## src/rtl/useq_pkg.sv

```systemverilog
package useq_pkg;
   localparam int NFLAG = 3;

   typedef enum logic [1:0] {
      FOP_HOLD = 2'b00,
      FOP_LOAD = 2'b01,
      FOP_CLR  = 2'b10,
      FOP_SET  = 2'b11
   } flag_op_e;

   typedef enum logic [1:0] {
      JG_ROW  = 2'b00,
      JG_COL  = 2'b01,
      JG_COND = 2'b10,
      JG_MISC = 2'b11
   } jump_grp_e;
endpackage

```

## src/rtl/useq_nextaddr.sv

```systemverilog
module useq_nextaddr #(
   parameter int ROW_W = 5,
   parameter int COL_W = 4
) (
   input  logic [ROW_W+1:0]          ac_i,
   input  logic [ROW_W-1:0]          row_i,
   input  logic [COL_W-1:0]          col_i,
   input  logic [useq_pkg::NFLAG-1:0] flag_i,
   input  logic [1:0]                bus_lo_i,
   input  logic [COL_W-1:0]          latch_i,
   output logic [ROW_W-1:0]          row_o,
   output logic [COL_W-1:0]          col_o
);
   import useq_pkg::*;
   localparam int AC_W = ROW_W + 2;

   jump_grp_e  grp;
   logic [1:0] sub;
   logic       cond;

   assign grp = jump_grp_e'(ac_i[AC_W-1:AC_W-2]);
   assign sub = ac_i[ROW_W-1:ROW_W-2];

   always_comb begin
      case (sub)
         2'd0:    cond = flag_i[0];
         2'd1:    cond = flag_i[1];
         2'd2:    cond = flag_i[2];
         default: cond = bus_lo_i[0];
      endcase
   end

   always_comb begin
      row_o = row_i;
      col_o = col_i;
      case (grp)
         JG_ROW: row_o = ac_i[ROW_W-1:0];
         JG_COL: begin
            col_o = ac_i[COL_W-1:0];
            if (ac_i[ROW_W-1]) row_o = '0;
         end
         JG_COND: col_o = {ac_i[COL_W-2:0], cond};
         default: begin
            case (sub)
               2'd0:    col_o = {ac_i[COL_W-2:1], bus_lo_i};
               2'd1:    col_o = latch_i;
               2'd2:    col_o = {ac_i[COL_W-2:1], latch_i[1:0]};
               default: col_o = col_i;
            endcase
         end
      endcase
   end
endmodule

```

## src/rtl/useq_flags.sv

```systemverilog
module useq_flags (
   input  logic                      clk,
   input  logic                      rst,
   input  logic [3:0]                fc_i,
   input  logic                      flag_in_i,
   output logic [useq_pkg::NFLAG-1:0] flags_o
);
   import useq_pkg::*;

   flag_op_e op;
   assign op = flag_op_e'(fc_i[1:0]);

   for (genvar k = 0; k < NFLAG; k++) begin : g_flag
      logic hit;
      assign hit = (fc_i[3:2] == 2'(k)) || (fc_i[3:2] == 2'd3);
      always_ff @(posedge clk) begin
         if (rst) flags_o[k] <= 1'b0;
         else if (hit) begin
            case (op)
               FOP_LOAD: flags_o[k] <= flag_in_i;
               FOP_CLR:  flags_o[k] <= 1'b0;
               FOP_SET:  flags_o[k] <= 1'b1;
               default:  flags_o[k] <= flags_o[k];
            endcase
         end
      end
   end

   // hold operation leaves every flag unchanged
   p_flag_hold_r12: assert property (@(posedge clk) disable iff (rst)
      (fc_i[1:0] == 2'b00) |=> $stable(flags_o));
   // set on all targets raises every flag
   p_flag_set_all_r12: assert property (@(posedge clk) disable iff (rst)
      (fc_i == 4'b1111) |=> (flags_o == '1));
   // clear on all targets drops every flag
   p_flag_clr_all_r12: assert property (@(posedge clk) disable iff (rst)
      (fc_i == 4'b1110) |=> (flags_o == '0));
endmodule

```

## src/rtl/useq_pipe.sv

```systemverilog
module useq_pipe #(
   parameter int W  = 8,
   parameter bit EN = 1'b1
) (
   input  logic         clk,
   input  logic         rst,
   input  logic [W-1:0] d_i,
   output logic [W-1:0] q_o
);
   if (EN) begin : g_reg
      always_ff @(posedge clk) begin
         if (rst) q_o <= '0;
         else     q_o <= d_i;
      end
      // one-cycle delay of the microinstruction bits
      p_pipe_delay_r13: assert property (@(posedge clk) disable iff (rst)
         1'b1 |=> (q_o == $past(d_i)));
   end else begin : g_wire
      assign q_o = d_i;
   end
endmodule

```

## src/rtl/useq_rowcol.sv

```systemverilog
module useq_rowcol #(
   parameter int ROW_W    = 5,
   parameter int COL_W    = 4,
   parameter int PIPE_W   = 8,
   parameter bit PIPE_EN  = 1'b1
) (
   input  logic                      clk,
   input  logic                      rst,
   input  logic [ROW_W+1:0]          ac_i,
   input  logic [3:0]                fc_i,
   input  logic [COL_W-1:0]          bus_i,
   input  logic                      latch_en_i,
   input  logic                      flag_in_i,
   input  logic [PIPE_W-1:0]         uword_i,
   output logic [ROW_W+COL_W-1:0]    addr_o,
   output logic [useq_pkg::NFLAG-1:0] flags_o,
   output logic [PIPE_W-1:0]         uword_o
);
   localparam int AW = ROW_W + COL_W;

   if (COL_W < 3 || COL_W >= ROW_W) begin : g_bad_geom
      $error("useq_rowcol: COL_W must be at least 3 and below ROW_W");
   end
   if (PIPE_W < 1) begin : g_bad_pipe
      $error("useq_rowcol: PIPE_W must be positive");
   end

   logic [ROW_W-1:0] row_q, row_n;
   logic [COL_W-1:0] col_q, col_n;
   logic [COL_W-1:0] latch_q;

   useq_nextaddr #(.ROW_W(ROW_W), .COL_W(COL_W)) u_next (
      .ac_i     (ac_i),
      .row_i    (row_q),
      .col_i    (col_q),
      .flag_i   (flags_o),
      .bus_lo_i (bus_i[1:0]),
      .latch_i  (latch_q),
      .row_o    (row_n),
      .col_o    (col_n)
   );

   useq_flags u_flags (
      .clk       (clk),
      .rst       (rst),
      .fc_i      (fc_i),
      .flag_in_i (flag_in_i),
      .flags_o   (flags_o)
   );

   useq_pipe #(.W(PIPE_W), .EN(PIPE_EN)) u_pipe (
      .clk (clk),
      .rst (rst),
      .d_i (uword_i),
      .q_o (uword_o)
   );

   always_ff @(posedge clk) begin
      if (rst) begin
         row_q   <= '0;
         col_q   <= '0;
         latch_q <= '0;
      end else begin
         row_q <= row_n;
         col_q <= col_n;
         if (latch_en_i) latch_q <= bus_i;
      end
   end

   assign addr_o = {row_q, col_q};

   // reset returns the address to row 0, column 0
   p_reset_addr_r1: assert property (@(posedge clk)
      rst |=> (addr_o == '0));
   // row jump loads the row and keeps the column
   p_row_jump_r2: assert property (@(posedge clk) disable iff (rst)
      (ac_i[ROW_W+1:ROW_W] == 2'b00) |=>
      (addr_o[AW-1:COL_W] == $past(ac_i[ROW_W-1:0])) &&
      (addr_o[COL_W-1:0] == $past(addr_o[COL_W-1:0])));
   // column jump keeps the row
   p_col_jump_r3: assert property (@(posedge clk) disable iff (rst)
      (ac_i[ROW_W+1:ROW_W-1] == 3'b010) |=>
      (addr_o[COL_W-1:0] == $past(ac_i[COL_W-1:0])) &&
      (addr_o[AW-1:COL_W] == $past(addr_o[AW-1:COL_W])));
   // dispatch takes the column from the program latch
   p_dispatch_r8: assert property (@(posedge clk) disable iff (rst)
      (ac_i[ROW_W+1:ROW_W-2] == 4'b1101) |=>
      (addr_o[COL_W-1:0] == $past(latch_q)));
   // stay keeps the whole address
   p_stay_r10: assert property (@(posedge clk) disable iff (rst)
      (ac_i[ROW_W+1:ROW_W-2] == 4'b1111) |=> $stable(addr_o));
   // latch loads the bus when enabled and holds otherwise
   p_latch_load_r11: assert property (@(posedge clk) disable iff (rst)
      latch_en_i |=> (latch_q == $past(bus_i)));
   p_latch_hold_r11: assert property (@(posedge clk) disable iff (rst)
      !latch_en_i |=> $stable(latch_q));
endmodule

```

## config.mk

```make
export PLATFORM = sky130hd
export DESIGN_NAME = useq_rowcol
export DESIGN_NICKNAME = d
export VERILOG_FILES = /design/src/rtl/useq_pkg.sv /design/src/rtl/useq_nextaddr.sv /design/src/rtl/useq_flags.sv /design/src/rtl/useq_pipe.sv /design/src/rtl/useq_rowcol.sv
export SDC_FILE = /design/constraint.sdc
export NUM_CORES = 1
export LEC_CHECK = 0
export ABC_AREA = 1
export BUFFER_PORTS_ARGS = -buffer_cell sky130_fd_sc_hd__clkbuf_2
export CAP_MARGIN = 20
export CORE_ASPECT_RATIO = 1.25
export CORE_UTILIZATION = 46
export CTS_CLUSTER_SIZE = 24
export DETAILED_ROUTE_END_ITERATION = 16
export PLACE_DENSITY = 0.85
export SLEW_MARGIN = 0
export SYNTH_ARGS = -nofsm -noshare
export SYNTH_HDL_FRONTEND = slang
export SYNTH_SLANG_ARGS = --single-unit
```

## constraint.sdc

```tcl
create_clock -name clk -period 1.21 [get_ports clk]
set_input_delay 0.121 -clock clk [delete_from_list [all_inputs] [get_ports clk]]
set_output_delay 0.121 -clock clk [all_outputs]
set_load 0.05 [all_outputs]
```

==> After elaboration in Yosys (flattened, before gate mapping) <==
Index checks and enable logic that the tools add are counted.
{ "classes": {"multipliers": 0, "bitwise": 1, "shift": 0, "div_mod_pow": 0, "n_mux": 6, "n_eq_ne": 11, "magnitude_cmp": 0, "n_reduce_logical": 14, "addsub": 0} }
{ "ops": {"columns": ["op", "count"], "rows": [
  ["$pmux W4 S3", 2],
  ["$eq A2 B2 Y1 const B", 6],
  ["$pmux W5 S2", 1],
  ["$reduce_and A2 Y1", 5],
  ["$eq A2 B1 Y1 const B", 4],
  ["$logic_not A2 Y1", 3],
  ["$pmux W1 S3", 2],
  ["$mux W5", 1],
  ["$reduce_bool A5 Y1", 1],
  ["$logic_or A1 B1 Y1", 3],
  ["$reduce_bool A3 Y1", 1],
  ["$ne A2 B2 Y1 const B", 1],
  ["$reduce_bool A2 Y1", 1],
  ["$not A1 Y1", 1]
]} }
{ "word_totals": {"reg_bits": 24, "mem_bits_rw": 0, "mem_count": 0, "output_inout_bits": 20, "rom_bits": 0, "wordCells": 39, "inputBits": 27, "latch_bits": 0} }

==> Longest topological paths before layout <==
Gate-level depths: netlist of the first run.
{ "depth": {"depth_word": 3, "mapped_depth": 9, "depth_no_buf": 9} }

==> Modules after synthesis <==
A second synthesis of the first run with hierarchy kept.
{ "unflattened": {"cells_unflattened": 189, "area_unflattened_um2": 1219.9} }
{ "modules_own_cells": {"columns": ["module", "area_per_inst_um2", "cells_per_inst", "instances", "seq_area_each_um2"], "rows": [
  ["useq_rowcol", 441.7, 54, 1, 260.2],
  ["useq_nextaddr", 326.6, 72, 1, 0.0],
  ["useq_pipe", 231.5, 25, 1, 160.2],
  ["useq_flags", 220.2, 38, 1, 60.1]
]} }

==> Least setup slack after synthesis of the first run <==
OpenSTA, ideal clock, no wires.
{ "synth_timing": {"kind": "reg2reg", "start": "register u_flags.flags_o[0] in the netlist's numbering", "end": "register col_q[0]", "setup_slack_ns": 0.112, "stages_incl_launch_ff": 7, "t_arrival_ns": 1.028, "path_cell_list": "dfxtp_1 > nand2_1 > nand2_1 > o21ai_0 > nand2_1 > nand2_1 > a21oi_1"} }
{ "synth_via": {"elab_chain_cells": 2} }
{ "synth_lines": {"columns": ["item", "line", "source"], "rows": [
  ["from (decl)", "useq_flags.sv:6", "output logic [useq_pkg::NFLAG-1:0] flags_o"],
  ["from (signal, indexed assignment)", "useq_flags.sv:20", "FOP_LOAD: flags_o[k] <= flag_in_i;"],
  ["from (signal, indexed assignment)", "useq_flags.sv:23", "default: flags_o[k] <= flags_o[k];"],
  ["$pmux W1 S3", "useq_nextaddr.sv:25", "case (sub)"],
  ["$pmux W4 S3", "useq_nextaddr.sv:36", "case (grp)"],
  ["to (signal assigned)", "useq_rowcol.sv:65", "col_q <= col_n;"],
  ["to (decl)", "useq_rowcol.sv:29", "logic [COL_W-1:0] col_q, col_n;"]
]} }
No other way between the ends.
A chain may end at the register's enable or synchronous reset.

==> Worst setup path in the final report of the first run <==
{ "layout_timing": {"start": "register u_flags.flags_o[1] in the netlist's numbering", "end": "output flags_o[1] in the netlist's numbering"} }
{ "layout_lines": {"columns": ["item", "line", "source"], "rows": [
  ["to (decl)", "useq_rowcol.sv:16", "output logic [useq_pkg::NFLAG-1:0] flags_o,"]
]} }
No word-level cell between the ends.

==> metrics.md, run 1 <==
| Metric | Value |
|---|---|
| Status | `completed` |
| Post-Route WL | `2820 um` |
| Mux cell area share after synthesis | `0.944%` |
| Final WS setup | `0.124 ns` |
| FF-to-FF path depth | `6` |
| Final Hold Fails | `0` |
| Row cnt | `20` |
| Slew Limit Fails | `0` |
| PortBufs | `46` |
| Min Tclk post-route | `1.09 ns` |
| Syn_nets | `203` |
| Share of post-route cells with drive strength above 1 | `30.6%` |
| Slew Limit Headroom | `79.3%` |
| Drt pass-1 iters | `4` |
| Worst slew pin tran | `0.310 ns` |
| Hold depth | `3` |
| Critical hold path startpoint | `bus_i[3]` |
| Synth Area per Inst | `7.18 sq um` |
| FF+latch count, synth | `24` |
| Crit path depth | `1` |
| Via count | `1,253` |
| CTS Buffer Depth | `2` |
| Initial drt markers | `37` |
| Worst VDD drop | `0.638 mV` |
| Die height | `58.9 um` |
| Fin crit share | `89.8%` |
| Mapped Area | `1190 sq um` |
| Remaining DRCs | `0` |
| Initial Util | `48.6%` |
| Worst skew pair latency | `0.31 ns` |
| Dpl ws | `-0.111 ns` |
| Area share of the largest cell type after synthesis | `40.3%` |
| Number of H-tree levels | `1` |
| CP Class | `reg -> out` |
| Most common cell after layout, fill and taps aside | `clkbuf_2` |
| TritonCTS clock tree | `yes` |
| Xor/xnor cell area share of the yosys netlist | `0%` |
| Main area contributors after synthesis | `dfxtp_1 40%, ha_1 10%, nor2_1 10%` |
| Post-synthesis simple-gate area fraction | `20.4%` |
| CP Cell Sequence | `clkbuf_2` |
| CP endpoint | `flags_o[1]` |
| Worst endpoint data arrival time | `0.97 ns` |
| Via/cell ratio | `4.68` |
| Post-synthesis compound-gate area fraction | `16.1%` |
| Final core area utilization | `67.8%` |
| Setup TNS Final | `0 ns` |
| Reg clk slew, reported paths | `0.12 ns` |
| Synthesized instance count | `166` |
| Maximum capacitance violations | `0` |
| Post-route clock skew | `0.000454 ns` |
| Yosys top cell by area | `dfxtp_1` |
| Seq/Total Area, Yosys | `40.3%` |
| Setup crit end kind | `output pin` |
| Crit. Startpoint | `u_flags.flags_o[1]` |
| Gp weighted congestion | `0.917` |
| CP delay by family, top | `flip-flops` |
| R2r startpoint | `latch_q[0]` |
| Total CTS buffers | `3` |
| Most frequent cells in the layout | `46 x clkbuf_2, 33 x nor2_1, 32 x inv_1` |
| CORE AREA | `2450 sq um` |
| Reg-to-reg endpoint | `col_q[0]` |
| WP buf/inv | `1` |
| Leakage | `0.902 nW` |
| Area of the die | `2800 sq um` |
| Number of global-route vias before repair | `1,220` |
| Nets | `274` |
| Cts repair resizes | `0` |
| Largest family of logic cells by synthesized area | `simple AND/OR/NAND/NOR gates` |
| RSZ-0062 raised after global routing | `false` |
| Slowest cell on crit path | `dfxtp_1` |
| Hold crit path type | `in -> reg` |
| Area grow syn2layout | `39.3%` |
| Width of the chip | `47.5 um` |
| Worst setup SP type | `flop` |
| Inserted Diodes | `0` |
| GRT Residual Overflow | `0` |
| FMAX | `0.921 GHz` |
| Reg2reg setup slack | `0.31 ns` |
| Drt wl/cell | `10.5 um` |
| Clock root buffer | `clkbuf_4` |
| First-pass GRT wire length | `4530 um` |
| Synth Area in Adders | `10.5%` |
| P per Cell Area | `1050 nW/um^2` |
| Clock sink total | `24` |
| Detail Route Antenna Nets | `0` |
| Slowest stage delay, CP | `0.37 ns` |
| Setup violators final | `0` |
| Io pins | `47` |
| Worst path required time | `1.09 ns` |
| Largest net degree at the start of global routing | `13` |
| Initial antenna violation count | `0` |
| Post-synthesis cell type count | `19` |
| Dpl hpwl | `2110 um` |
| GRT Overall Usage | `22.2%` |
| Warnings from Yosys | `0` |
| CP max FO | `3` |
-- metrics by stage --
step	instances	area [sq um]	power (mW)	hold slack (ns)
finish	268	1660	1.75	0.0245
global route	268	1660	1.85	0.0325
CTS	268	1660	1.76	0.0236
detailed placement	257	1560	1.40	0.317
global placement	257	1560	1.39	0.312
floorplan	166	1190	1.22	0.228
-- synth_stat cells --
| cell | instances |
|---|---|
| o21ai_2 | 1 |
| nand3_2 | 1 |
| o211ai_1 | 1 |
| nor2_2 | 1 |
| o21ai_1 | 3 |
| dfxtp_1 | 24 |
| inv_2 | 3 |
| o22ai_1 | 4 |
| a21oi_1 | 12 |
| o21ai_0 | 15 |
| nor2_1 | 33 |
| nand2_2 | 1 |
| ha_1 | 10 |
| nand3_1 | 5 |
| nand2_1 | 16 |
| buf_2 | 2 |
| nand2_4 | 1 |
| inv_1 | 32 |
| mux2_2 | 1 |
-- power by group --
group,internal [mW],switching [mW]
logic,0.190,0.348
clock network,0.116,0.229
registers,0.842,0.0232
total,1.15,0.600
-- area by class of cell --
type	count	area [sq um]
fillers	236	791
flip-flops and latches	24	480
clock buffers	3	22.5
repair buffers	68	415
inverters	35	131
multi-input cells	105	571
well taps	33	41.3
-- worst min path at each step --
stage,endpoint,slack [ns]
3_3_place_gp,u_pipe.q_o[0],0.31
6_report,latch_q[3],0.02
3_5_place_dp,u_pipe.q_o[6],0.32
4_1_cts,latch_q[3],0.02
5_1_grt,latch_q[3],0.03
2_1_floorplan,u_pipe.q_o[0],0.23
-- kinds of logic (layout without fill, tap and decap cells) --
logic type,count (synthesis),count (layout)
compound gates,36,36
fa+ha+maj,10,10
buf+inv,37,106
flops,24,24
mux,1,1
simple gates,58,58
-- routing by layer --
metal,global-route usage (%),vias up,wire (um)
met5,0,-,0
met4,7.14,0,35
met3,4.91,5,129
met2,41.3,40,1450
met1,23.6,554,1200
li1,-,654,-
-- registers in the layout, summed over array words and instances (netlist names) --
| register | cells |
|---|---|
| latch_q | 4 |
| col_q | 4 |
| u_flags.flags_o | 3 |
| row_q | 5 |
| u_pipe.q_o | 8 |
-- what timing repair did --
item	CTS	global route
endpoints found under the hold margin	8	0
hold buffers	8	0
setup buffers	0	0
Power figures use the tool's default switching activity.
==> run 2: changes to the inputs <==
- CELL_PAD_IN_SITES_DETAIL_PLACEMENT: default -> 1
- CELL_PAD_IN_SITES_GLOBAL_PLACEMENT: default -> 1
- CORE_UTILIZATION: 46 -> 32
- PLACE_DENSITY: 0.85 -> 0.86
==> metrics.md, run 2 (synthesis results as in run 1) <==
| Metric | Value |
|---|---|
| Gp weighted congestion | `0.848 (-7.6%)` |
| CTS Buffer Depth | `2 (unchanged)` |
| Die height | `70.3 um (+19%)` |
| WHS | `0.0246 ns (+0.0000758 ns)` |
| Total Power | `2.12 mW (+21%)` |
| Leakage | `0.880 nW (-2.4%)` |
| Area grow syn2layout | `36.1%` |
| Clock root buffer | `clkbuf_8` |
| Inserted Diodes | `0 (unchanged)` |
| Critical hold path startpoint | `uword_i[0]` |
| CP Class | `in -> reg` |
| Reg2reg setup slack | `0.32 ns (about the same)` |
| Drt pass-1 iters | `4 (unchanged)` |
| Min Tclk post-route | `1.08 ns (-0.00186 ns)` |
| Post-Route WL | `3420 um (+21%)` |
| Io pins | `47 (unchanged)` |
| Detail Route Antenna Nets | `0 (unchanged)` |
| Clock sink total | `24 (unchanged)` |
| Nets | `264 (-3.6%)` |
| Worst path required time | `1.38 ns (+0.29 ns)` |
| Width of the chip | `56.6 um (+19%)` |
| Setup TNS Final | `0 ns (unchanged)` |
| Hold Path Sink | `u_pipe.q_o[0]` |
| Slowest stage delay, CP | `0.35 ns (-0.02 ns)` |
| Via count | `1,266 (+1.0%)` |
| Number of global-route vias before repair | `1,376 (+13%)` |
| Share of post-route cells with drive strength above 1 | `31.4% (+0.78 points)` |
| Worst skew pair latency | `0.28 ns (-0.03 ns)` |
| Total CTS buffers | `3 (unchanged)` |
| TritonCTS clock tree | `yes` |
| Post-Place Cell Area | `1550 sq um (-0.48%)` |
| Register area | `480 sq um (unchanged)` |
| FF-to-FF path depth | `6 (unchanged)` |
| Slew Limit Headroom | `77.9% (-1.3 points)` |
| Largest register by flop count | `u_pipe.q_o` |
| PortBufs | `46 (unchanged)` |
| Drt wl/cell | `12.9 um (+23%)` |
| Slew Limit Fails | `0 (unchanged)` |
| Biggest regs | `u_pipe.q_o (8), row_q (5)` |
| Setup violators final | `0 (unchanged)` |
| Finished layout cell area | `1620 sq um (-2.3%)` |
| Number of H-tree levels | `1 (unchanged)` |
| Worst endpoint data arrival time | `1.25 ns (+0.28 ns)` |
| Final Hold Fails | `0 (unchanged)` |
| Most frequent cells in the layout | `46 x clkbuf_2, 33 x nor2_1, 32 x inv_1` |
| Hold crit path type | `in -> reg` |
| Cts repair resizes | `0 (unchanged)` |
| Max reg flops | `8 (unchanged)` |
| Worst setup SP type | `primary input` |
| P per Cell Area | `1300 nW/um^2 (+24%)` |
| Postcts setup bufs | `0 (unchanged)` |
| First-pass GRT wire length | `5910 um (+31%)` |
| Reg clk slew, reported paths | `0.09 ns (-0.03 ns)` |
| Setup crit end kind | `flop` |
| Slowest cell on crit path | `ha_1` |
| Dpl hpwl | `2680 um (+27%)` |
| Initial antenna violation count | `0 (unchanged)` |
| CP max FO | `5 (+2)` |
| Worst slew pin tran | `0.330 ns (+0.0201 ns)` |
| Remaining DRCs | `0 (unchanged)` |
| Status | `completed` |
| Post-route clock skew | `0.00193 ns (+0.00147 ns)` |
| Maximum capacitance violations | `0 (unchanged)` |
| GRT Overall Usage | `19.4% (-2.8 points)` |
| Area of the die | `3980 sq um (+42%)` |
| Worst VDD drop | `0.802 mV (+26%)` |
| Largest net degree at the start of global routing | `15 (+2)` |
| CTS Hold Buffers Added | `0 (-8)` |
| Via/cell ratio | `4.78 (+2.2%)` |
| Final core area utilization | `46.2% (-22 points)` |
| Fillers | `469 (+99%)` |
| Initial Util | `33.9% (-15 points)` |
| CORE AREA | `3510 sq um (+43%)` |
| Row cnt | `24 (+20%)` |
| RSZ-0062 raised after global routing | `false` |
| GRT Residual Overflow | `0 (unchanged)` |
| R2r startpoint | `latch_q[0]` |
| FMAX | `0.922 GHz (+0.17%)` |
| Multi-input logic area | `571 sq um (unchanged)` |
| Hold depth | `3 (unchanged)` |
| Fin crit share | `89.6% (-0.15 points)` |
| Most common cell after layout, fill and taps aside | `clkbuf_2` |
| Reg-to-reg endpoint | `col_q[0]` |
| Initial drt markers | `22 (-41%)` |
| CP Cell Sequence | `clkbuf_2 -> inv_1 -> ha_1 -> inv_1 -> a21oi_1 -> o21ai_0 -> a21oi_1 -> nor2_1` |
## run 2: stage by stage
stage / cells / setup WS, ns
floorplan: 166 / 0.112
global placement: 261 / -0.0748
detailed placement: 261 / -0.133
CTS: 265 / 0.123
global route: 265 / 0.00893
finish: 265 / 0.126
## run 2: routing by layer
layer  track usage [%]  wire length, um  up-vias
li1                  -                -      636
met1              19.9             1370      586
met2              34.6             1770       36
met3              5.93              182        8
met4              10.3               99        0
met5                 0                0        -
## run 2: worst max-delay path, delay by kind of cell
family                   cells  cell delay, ns
AO/OA/AOI/OAI                3            0.40
adder cells (fa/ha/maj)      1            0.35
buffers and inverters        3            0.30
AND/OR/NAND/NOR              1            0.08
## run 2: final cells by class
class	instances	share of cell area, %
Multi-Input combinational cell	105	35.2
Sequential cell	24	29.6
Timing Repair Buffer	58	19.7
Clock buffer	3	2.54
Clock inverter	1	1.85
Tap cell	39	3.01
Inverter	35	8.10
## run 2: worst max-delay path by stage
stage / startpoint / end / slack, ns / depth (start not counted)
final: ac_i[3] / col_q[1] / 0.13 / 8
after detailed placement: ac_i[3] / col_q[3] / -0.13 / 8
after global routing: ac_i[3] / col_q[0] / 0.009 / 10
after floorplan: u_flags.flags_o[0] / col_q[0] / 0.11 / 6
after global placement: ac_i[3] / col_q[3] / -0.07 / 8
after CTS: ac_i[3] / col_q[1] / 0.12 / 8
## run 2: where the power goes
part / internal, mW / switching (mW) / total [mW]
combinational: 0.168 / 0.356 / 0.523
sequential: 0.842 / 0.0260 / 0.868
clock: 0.443 / 0.281 / 0.724
total: 1.45 / 0.662 / 2.12
